[config.mk]
export PLATFORM = sky130hd
export DESIGN_NAME = insn_watchdog
export DESIGN_NICKNAME = d
export VERILOG_FILES = /design/src/rtl/insn_wdog_pkg.sv /design/src/rtl/insn_wdog_cnt.sv /design/src/rtl/insn_wdog_ctrl.sv /design/src/rtl/insn_watchdog.sv
export SDC_FILE = /design/constraint.sdc
export NUM_CORES = 1
export LEC_CHECK = 0
export BUFFER_PORTS_ARGS = -buffer_cell sky130_fd_sc_hd__buf_2
export CAP_MARGIN = 30
export CORE_ASPECT_RATIO = 0.9
export CORE_MARGIN = 2
export CORE_UTILIZATION = 25
export DETAILED_ROUTE_END_ITERATION = 8
export GPL_TIMING_DRIVEN = 1
export HOLD_SLACK_MARGIN = 0.1
export PLACE_DENSITY = 0.47
export SLEW_MARGIN = 5
export SYNTH_ARGS = -nofsm -noshare
export SYNTH_HDL_FRONTEND = slang
export SYNTH_SLANG_ARGS = --single-unit
[constraint.sdc]
create_clock -name clk -period 2.8 [get_ports clk]
set_input_delay 0.42 -clock clk [delete_from_list [all_inputs] [get_ports clk]]
set_output_delay 0.42 -clock clk [all_outputs]
set_load 0.02 [all_outputs]
[src/rtl/insn_wdog_pkg.sv]
package insn_wdog_pkg;
  // Strobes from control to the counting datapath
  typedef struct packed {
    logic clr;    // restart the timeout count
    logic run;    // advance the timeout count
    logic fire;   // timeout reached: start the reset stretch
  } cntCtl_t;

  // {Z, S, V} left behind by the refresh instruction
  localparam logic [2:0] REFRESH_ZSV = 3'b100;
endpackage

[src/rtl/insn_wdog_cnt.sv]
module insn_wdog_cnt
  import insn_wdog_pkg::*;
#(
  parameter int TIMEOUT_CLKS = 65536,
  parameter int POR_CLKS     = 1024,
  parameter int OSC_EXTRA    = 18
) (
  input  logic    clk,
  input  logic    rstN,
  input  cntCtl_t ctl,
  output logic    atLimit,
  output logic    rstReq
);
  localparam int CNT_W   = (TIMEOUT_CLKS > 2) ? $clog2(TIMEOUT_CLKS) : 1;
  localparam int STRETCH = POR_CLKS + OSC_EXTRA;
  localparam int STR_W   = $clog2(STRETCH + 1);
  localparam logic [CNT_W-1:0] LIMIT   = CNT_W'(TIMEOUT_CLKS - 1);
  localparam logic [STR_W-1:0] STR_VAL = STR_W'(STRETCH);

  logic [CNT_W-1:0] toCnt;
  logic [STR_W-1:0] strCnt;

  always_ff @(posedge clk or negedge rstN) begin
    if (!rstN) begin
      toCnt  <= '0;
      strCnt <= '0;
    end else begin
      if (ctl.clr)      toCnt <= '0;
      else if (ctl.run) toCnt <= toCnt + CNT_W'(1);

      if (ctl.fire)          strCnt <= STR_VAL;
      else if (strCnt != '0) strCnt <= strCnt - STR_W'(1);
    end
  end

  assign atLimit = (toCnt == LIMIT);
  assign rstReq  = (strCnt != '0);
endmodule

[src/rtl/insn_wdog_ctrl.sv]
module insn_wdog_ctrl
  import insn_wdog_pkg::*;
(
  input  logic       clk,
  input  logic       rstN,
  input  logic       refreshStb,
  input  logic       haltRunStb,
  input  logic       inHalt,
  input  logic       inStop,
  input  logic       permOpt,
  input  logic       atLimit,
  input  logic       rstReq,
  output cntCtl_t    ctl,
  output logic       running,
  output logic       flagLoad,
  output logic [2:0] flagZsv
);
  logic swEn;      // set by the first refresh, sticky
  logic haltRun;   // keep counting in halt
  logic enEff;
  logic pwrOk;
  logic refreshOk;
  logic expire;

  assign enEff     = swEn | permOpt;
  // Stop outranks halt; the permanent option overrides both
  assign pwrOk     = permOpt | (!inStop && (!inHalt || haltRun));
  assign running   = enEff && pwrOk && !rstReq;
  assign refreshOk = refreshStb && !rstReq;
  assign expire    = running && atLimit && !refreshOk;

  always_comb begin
    ctl      = '0;
    ctl.run  = running;
    ctl.clr  = refreshOk | expire;
    ctl.fire = expire;
  end

  always_ff @(posedge clk or negedge rstN) begin
    if (!rstN) begin
      swEn    <= 1'b0;
      haltRun <= 1'b0;
    end else if (expire && !permOpt) begin
      swEn    <= 1'b0;
      haltRun <= 1'b0;
    end else begin
      if (refreshOk)                        swEn    <= 1'b1;
      if (haltRunStb && swEn && !rstReq)    haltRun <= 1'b1;
    end
  end

  assign flagLoad = refreshStb;
  assign flagZsv  = REFRESH_ZSV;
endmodule

[src/rtl/insn_watchdog.sv]
module insn_watchdog
  import insn_wdog_pkg::*;
#(
  parameter int TIMEOUT_CLKS = 65536,
  parameter int POR_CLKS     = 1024,
  parameter int OSC_EXTRA    = 18
) (
  input  logic       clk,
  input  logic       rstN,
  input  logic       refreshStb,
  input  logic       haltRunStb,
  input  logic       inHalt,
  input  logic       inStop,
  input  logic       permOpt,
  output logic       wdReset,
  output logic       wdRunning,
  output logic       flagLoad,
  output logic [2:0] flagZsv
);
  cntCtl_t ctl;
  logic    atLimit;
  logic    rstReq;

  insn_wdog_ctrl u_ctrl (
    .clk        (clk),
    .rstN       (rstN),
    .refreshStb (refreshStb),
    .haltRunStb (haltRunStb),
    .inHalt     (inHalt),
    .inStop     (inStop),
    .permOpt    (permOpt),
    .atLimit    (atLimit),
    .rstReq     (rstReq),
    .ctl        (ctl),
    .running    (wdRunning),
    .flagLoad   (flagLoad),
    .flagZsv    (flagZsv)
  );

  insn_wdog_cnt #(
    .TIMEOUT_CLKS (TIMEOUT_CLKS),
    .POR_CLKS     (POR_CLKS),
    .OSC_EXTRA    (OSC_EXTRA)
  ) u_cnt (
    .clk     (clk),
    .rstN    (rstN),
    .ctl     (ctl),
    .atLimit (atLimit),
    .rstReq  (rstReq)
  );

  assign wdReset = rstReq;
endmodule

==> results_tabular.tex <==
\begin{tabular}{lr}
\hline
Metric & Value \\
\hline
\multicolumn{2}{l}{\textbf{Timing}} \\
\quad Worst-case headroom to the max-slew limit & 0.554 \\
\quad Worst Clk Skew & 0.00608 ns \\
\quad Final number of max-transition violations & 0 \\
\quad Pin slew with the least headroom to its limit & 0.669 ns \\
\quad Final critical-path required period & 2.47 ns \\
\quad Number of setup violations in the final report & 0 \\
\quad Final Hold Violating Endpoints & 0 \\
\quad Crit share post-route & 0.881 \\
\quad Timing-limited maximum frequency & 405 MHz \\
\quad Final sum of negative setup slack & 0 ns \\
\quad Setup repair after global routing missed its margin & no \\
\multicolumn{2}{l}{\textbf{Synthesis}} \\
\quad Total of flip-flops plus latches after synthesis & 29 \\
\quad Gate count after technology mapping & 174 \\
\quad Top cell type by total area after synthesis & dfrtp\_1 \\
\quad Number of distinct library cells after synthesis & 48 \\
\quad Top post-synthesis cells by count & dfrtp\_1, nor2\_1, nand3\_1 \\
\quad Post-Syn Area & 1670 um2 \\
\quad Cell types occupying the most area after synthesis & dfrtp\_1, xor2\_1, nand3\_1 \\
\quad Share of the synthesized area in the top cell type & 0.433 \\
\quad Most common cell in the synthesized netlist & dfrtp\_1 \\
\quad Warnings from Yosys & 0 \\
\quad Dominant synthesized flop cell & dfrtp\_1 \\
\quad Async set or reset register ratio after synthesis & 1.00 \\
\quad Sequential share of the synthesized area & 0.433 \\
\quad Synth Area per Inst & 9.62 um2 \\
\quad Post-synth EDFFs & 0 \\
\multicolumn{2}{l}{\textbf{Place}} \\
\quad Final weighted congestion of routability-driven global placement & 0.752 \\
\quad Number of buffer cells added on primary ports & 9 \\
\quad Detailed Place HPWL & 2390 um \\
\quad Placed standard-cell area & 1770 um2 \\
\multicolumn{2}{l}{\textbf{GRT}} \\
\quad Vias in the first global route & 1,250 \\
\quad Global-route wire length before repair & 6260 um \\
\quad Initial antenna violation count & 0 \\
\quad Maximum number of pins on one net before global-route repair & 30 \\
\quad Aggregate global-route resource usage & 0.108 \\
\quad Remaining Overflow, GRT & 0 \\
\multicolumn{2}{l}{\textbf{Worst setup path}} \\
\quad Capture point of the critical path & wdRunning \\
\quad Worst setup path category & register to output pin \\
\quad Reg-to-reg critical path endpoint & u\_cnt.toCnt[5]\$\_DFFE\_PN0P\_ \\
\quad Worst reg2reg path startpoint & u\_cnt.strCnt[0]\$\_DFFE\_PN0P\_ \\
\quad Crit path launch type & register \\
\quad Critical path endpoint category & output pin \\
\quad Critical path origin & u\_cnt.strCnt[0]\$\_DFFE\_PN0P\_ \\
\quad Number of cells on the worst reg-to-reg path & 8 \\
\quad R2r setup slk & 0.58 ns \\
\quad Required arrival time at the worst endpoint & 2.38 ns \\
\quad Critical path fanouts, max & 11 \\
\quad Critical path data arrival time & 2.05 ns \\
\multicolumn{2}{l}{\textbf{Finish}} \\
\quad NumNets Final & 192 \\
\quad Fraction of final layout cells sized beyond drive strength 1 & 0.187 \\
\quad Filler instances & 709 \\
\quad Non-Filler Cell Area, Final & 1860 um2 \\
\quad Area added between synthesis and finish & 11.1\% \\
\quad Storage element area & 726 um2 \\
\quad Area of the multi-input gates & 863 um2 \\
\quad ANT cells & 0 \\
\multicolumn{2}{l}{\textbf{Die}} \\
\quad Die Outline Area & 7370 um2 \\
\quad Die width & 90.3 um \\
\quad I/O pin count & 13 \\
\quad Starting density of the core & 0.257 \\
\quad Core area & 6520 um2 \\
\quad Row Count & 28 \\
\quad Vertical die dimension & 81.6 um \\
\multicolumn{2}{l}{\textbf{Power and ir drop}} \\
\quad Power share of the sequential group & 0.477 \\
\quad Proportion of power drawn by the clock network & 0.267 \\
\quad Design internal power & 0.858 mW \\
\quad NetSw & 0.456 mW \\
\quad Logic gate share of total power & 0.255 \\
\quad Maximum VDD drop & 481 uV \\
\quad Leakage power of the design & 0.737 nW \\
\quad Net switching share of the total power & 0.347 \\
\quad Power per cell area & 707 nW/um2 \\
\multicolumn{2}{l}{\textbf{Clock network}} \\
\quad Total clock buffers created by CTS & 5 \\
\quad Cts-stage hold buffer count & 0 \\
\quad Number of buffers inserted by post-CTS setup repair & 0 \\
\quad Count of clock tree sinks & 29 \\
\quad Clk\_lat worst skew & 0.28 ns \\
\quad \# H-tree levels & 2 \\
\quad Clock-pin slew on the worst setup and hold paths & 0.07 ns \\
\quad CTS root buffer & clkbuf\_8 \\
\quad Number of gates resized after CTS & 0 \\
\quad CTS tree & built \\
\quad Clock tree buffer depth & 2 \\
\multicolumn{2}{l}{\textbf{Routing}} \\
\quad Detailed-route wire length & 3390 um \\
\quad Routed wire length per instance & 12.4 um \\
\quad Number of iterations in the first detailed-routing pass & 4 \\
\quad Number of violations reported at the end of detailed-routing iteration 0 & 108 \\
\quad Residual DRC count & 0 \\
\quad Count of antenna-violating nets left after detailed routing & 0 \\
\quad Via/cell ratio & 4.54 \\
\quad Via count & 1,235 \\
\multicolumn{2}{l}{\textbf{Flow run}} \\
\quad Maxcap violations & 0 \\
\multicolumn{2}{l}{\textbf{Status}} \\
\quad Status & complete, no violations \\
\multicolumn{2}{l}{\textbf{Hold path}} \\
\quad Path type of the worst min-delay path & primary input to async pin \\
\hline
\end{tabular}
-- worst min-delay path by stage --
stage | startpoint | endpoint | depth (start not counted)
after floorplan | rstN | u_cnt.strCnt[0]$_DFFE_PN0P_ | 0
after global placement | u_cnt.strCnt[8]$_DFFE_PN0P_ | u_cnt.strCnt[8]$_DFFE_PN0P_ | 1
after detailed placement | u_ctrl.haltRun$_DFFE_PN0P_ | u_ctrl.haltRun$_DFFE_PN0P_ | 1
after CTS | rstN | u_cnt.toCnt[7]$_DFFE_PN0P_ | 1
after global routing | rstN | u_cnt.toCnt[7]$_DFFE_PN0P_ | 1
final | rstN | u_cnt.toCnt[7]$_DFFE_PN0P_ | 1
-- sequential cells by signal, summed over array words and instances (netlist names) --
signal          cells
u_cnt.strCnt       11
u_cnt.toCnt        16
u_ctrl.haltRun      1
u_ctrl.swEn         1
-- critical path, cell delays in order (launching register included) --
cell and delay [ns]:
dfrtp_1 0.39, inv_1 0.12, ha_1 0.18, nor4b_2 0.27, and3_1 0.24, inv_2 0.11
nor2_1 0.25, buf_2 0.22
-- metal layers --
| metal | vias to the layer above | part of all wire | global-route usage |
|---|---|---|---|
| li1 | 632 | - | - |
| met1 | 569 | 0.54 | 0.148 |
| met2 | 29 | 0.41 | 0.165 |
| met3 | 5 | 0.046 | 0.0275 |
| met4 | 0 | 0.012 | 0.0415 |
| met5 | - | 0 | 0 |
-- cell usage in the layout (no fill, tap or decap), types with 4 or more instances in the layout --
master,synthesis,final
dfrtp_1,29,29
nor2_1,14,14
nand3_1,12,12
nand4_1,9,9
nand2_1,9,9
o21ai_0,9,9
buf_2,2,9
xor2_1,8,8
a21oi_1,7,7
xnor2_1,6,6
nor3_1,6,6
clkbuf_8,0,6
nor4_1,4,4
inv_1,4,4
or3_1,4,4
-- power by group through the flow --
stage	sequential [mW]	combinational [mW]	clock [mW]
after global placement	0.636	0.342	0
after floorplan	0.610	0.285	0
after CTS	0.626	0.339	0.363
after global routing	0.650	0.391	0.390
after detailed placement	0.632	0.339	0
final	0.627	0.335	0.351
-- per-stage QoR --
| step | hold slack (ns) | util | setup WS (ns) | cells | power [mW] |
|---|---|---|---|---|---|
| 2_1_floorplan | 0.124 | - | 0.576 | 175 | 0.895 |
| 3_3_place_gp | 0.486 | 0.272 | 0.690 | 265 | 0.977 |
| 3_5_place_dp | 0.480 | 0.272 | 0.593 | 265 | 0.970 |
| 4_1_cts | 0.209 | 0.285 | 0.307 | 272 | 1.33 |
| 5_1_grt | 0.234 | 0.285 | 0.146 | 272 | 1.43 |
| 6_report | 0.175 | 0.285 | 0.333 | 272 | 1.31 |
-- kinds of logic after synthesis --
kind of cell | after synthesis | synth area share
and+or+nand+nor | 83 | 0.305
AOI/OAI and AO/OA | 26 | 0.0964
adders and majority gates | 3 | 0.0224
other | 2 | 0.00449
DFF | 29 | 0.433
xor gates and xnor gates | 14 | 0.0732
buffers and inverters | 15 | 0.0531
muxes | 2 | 0.0120
-- cell type report --
class / instances / share of cell area
Clock buffer: 7 / 0.0464
Inverter: 5 / 0.0101
Timing Repair Buffer: 10 / 0.0283
Sequential cell: 29 / 0.390
Tap cell: 90 / 0.0606
Multi-Input combinational cell: 131 / 0.464
(Power assumes the default switching activity.)
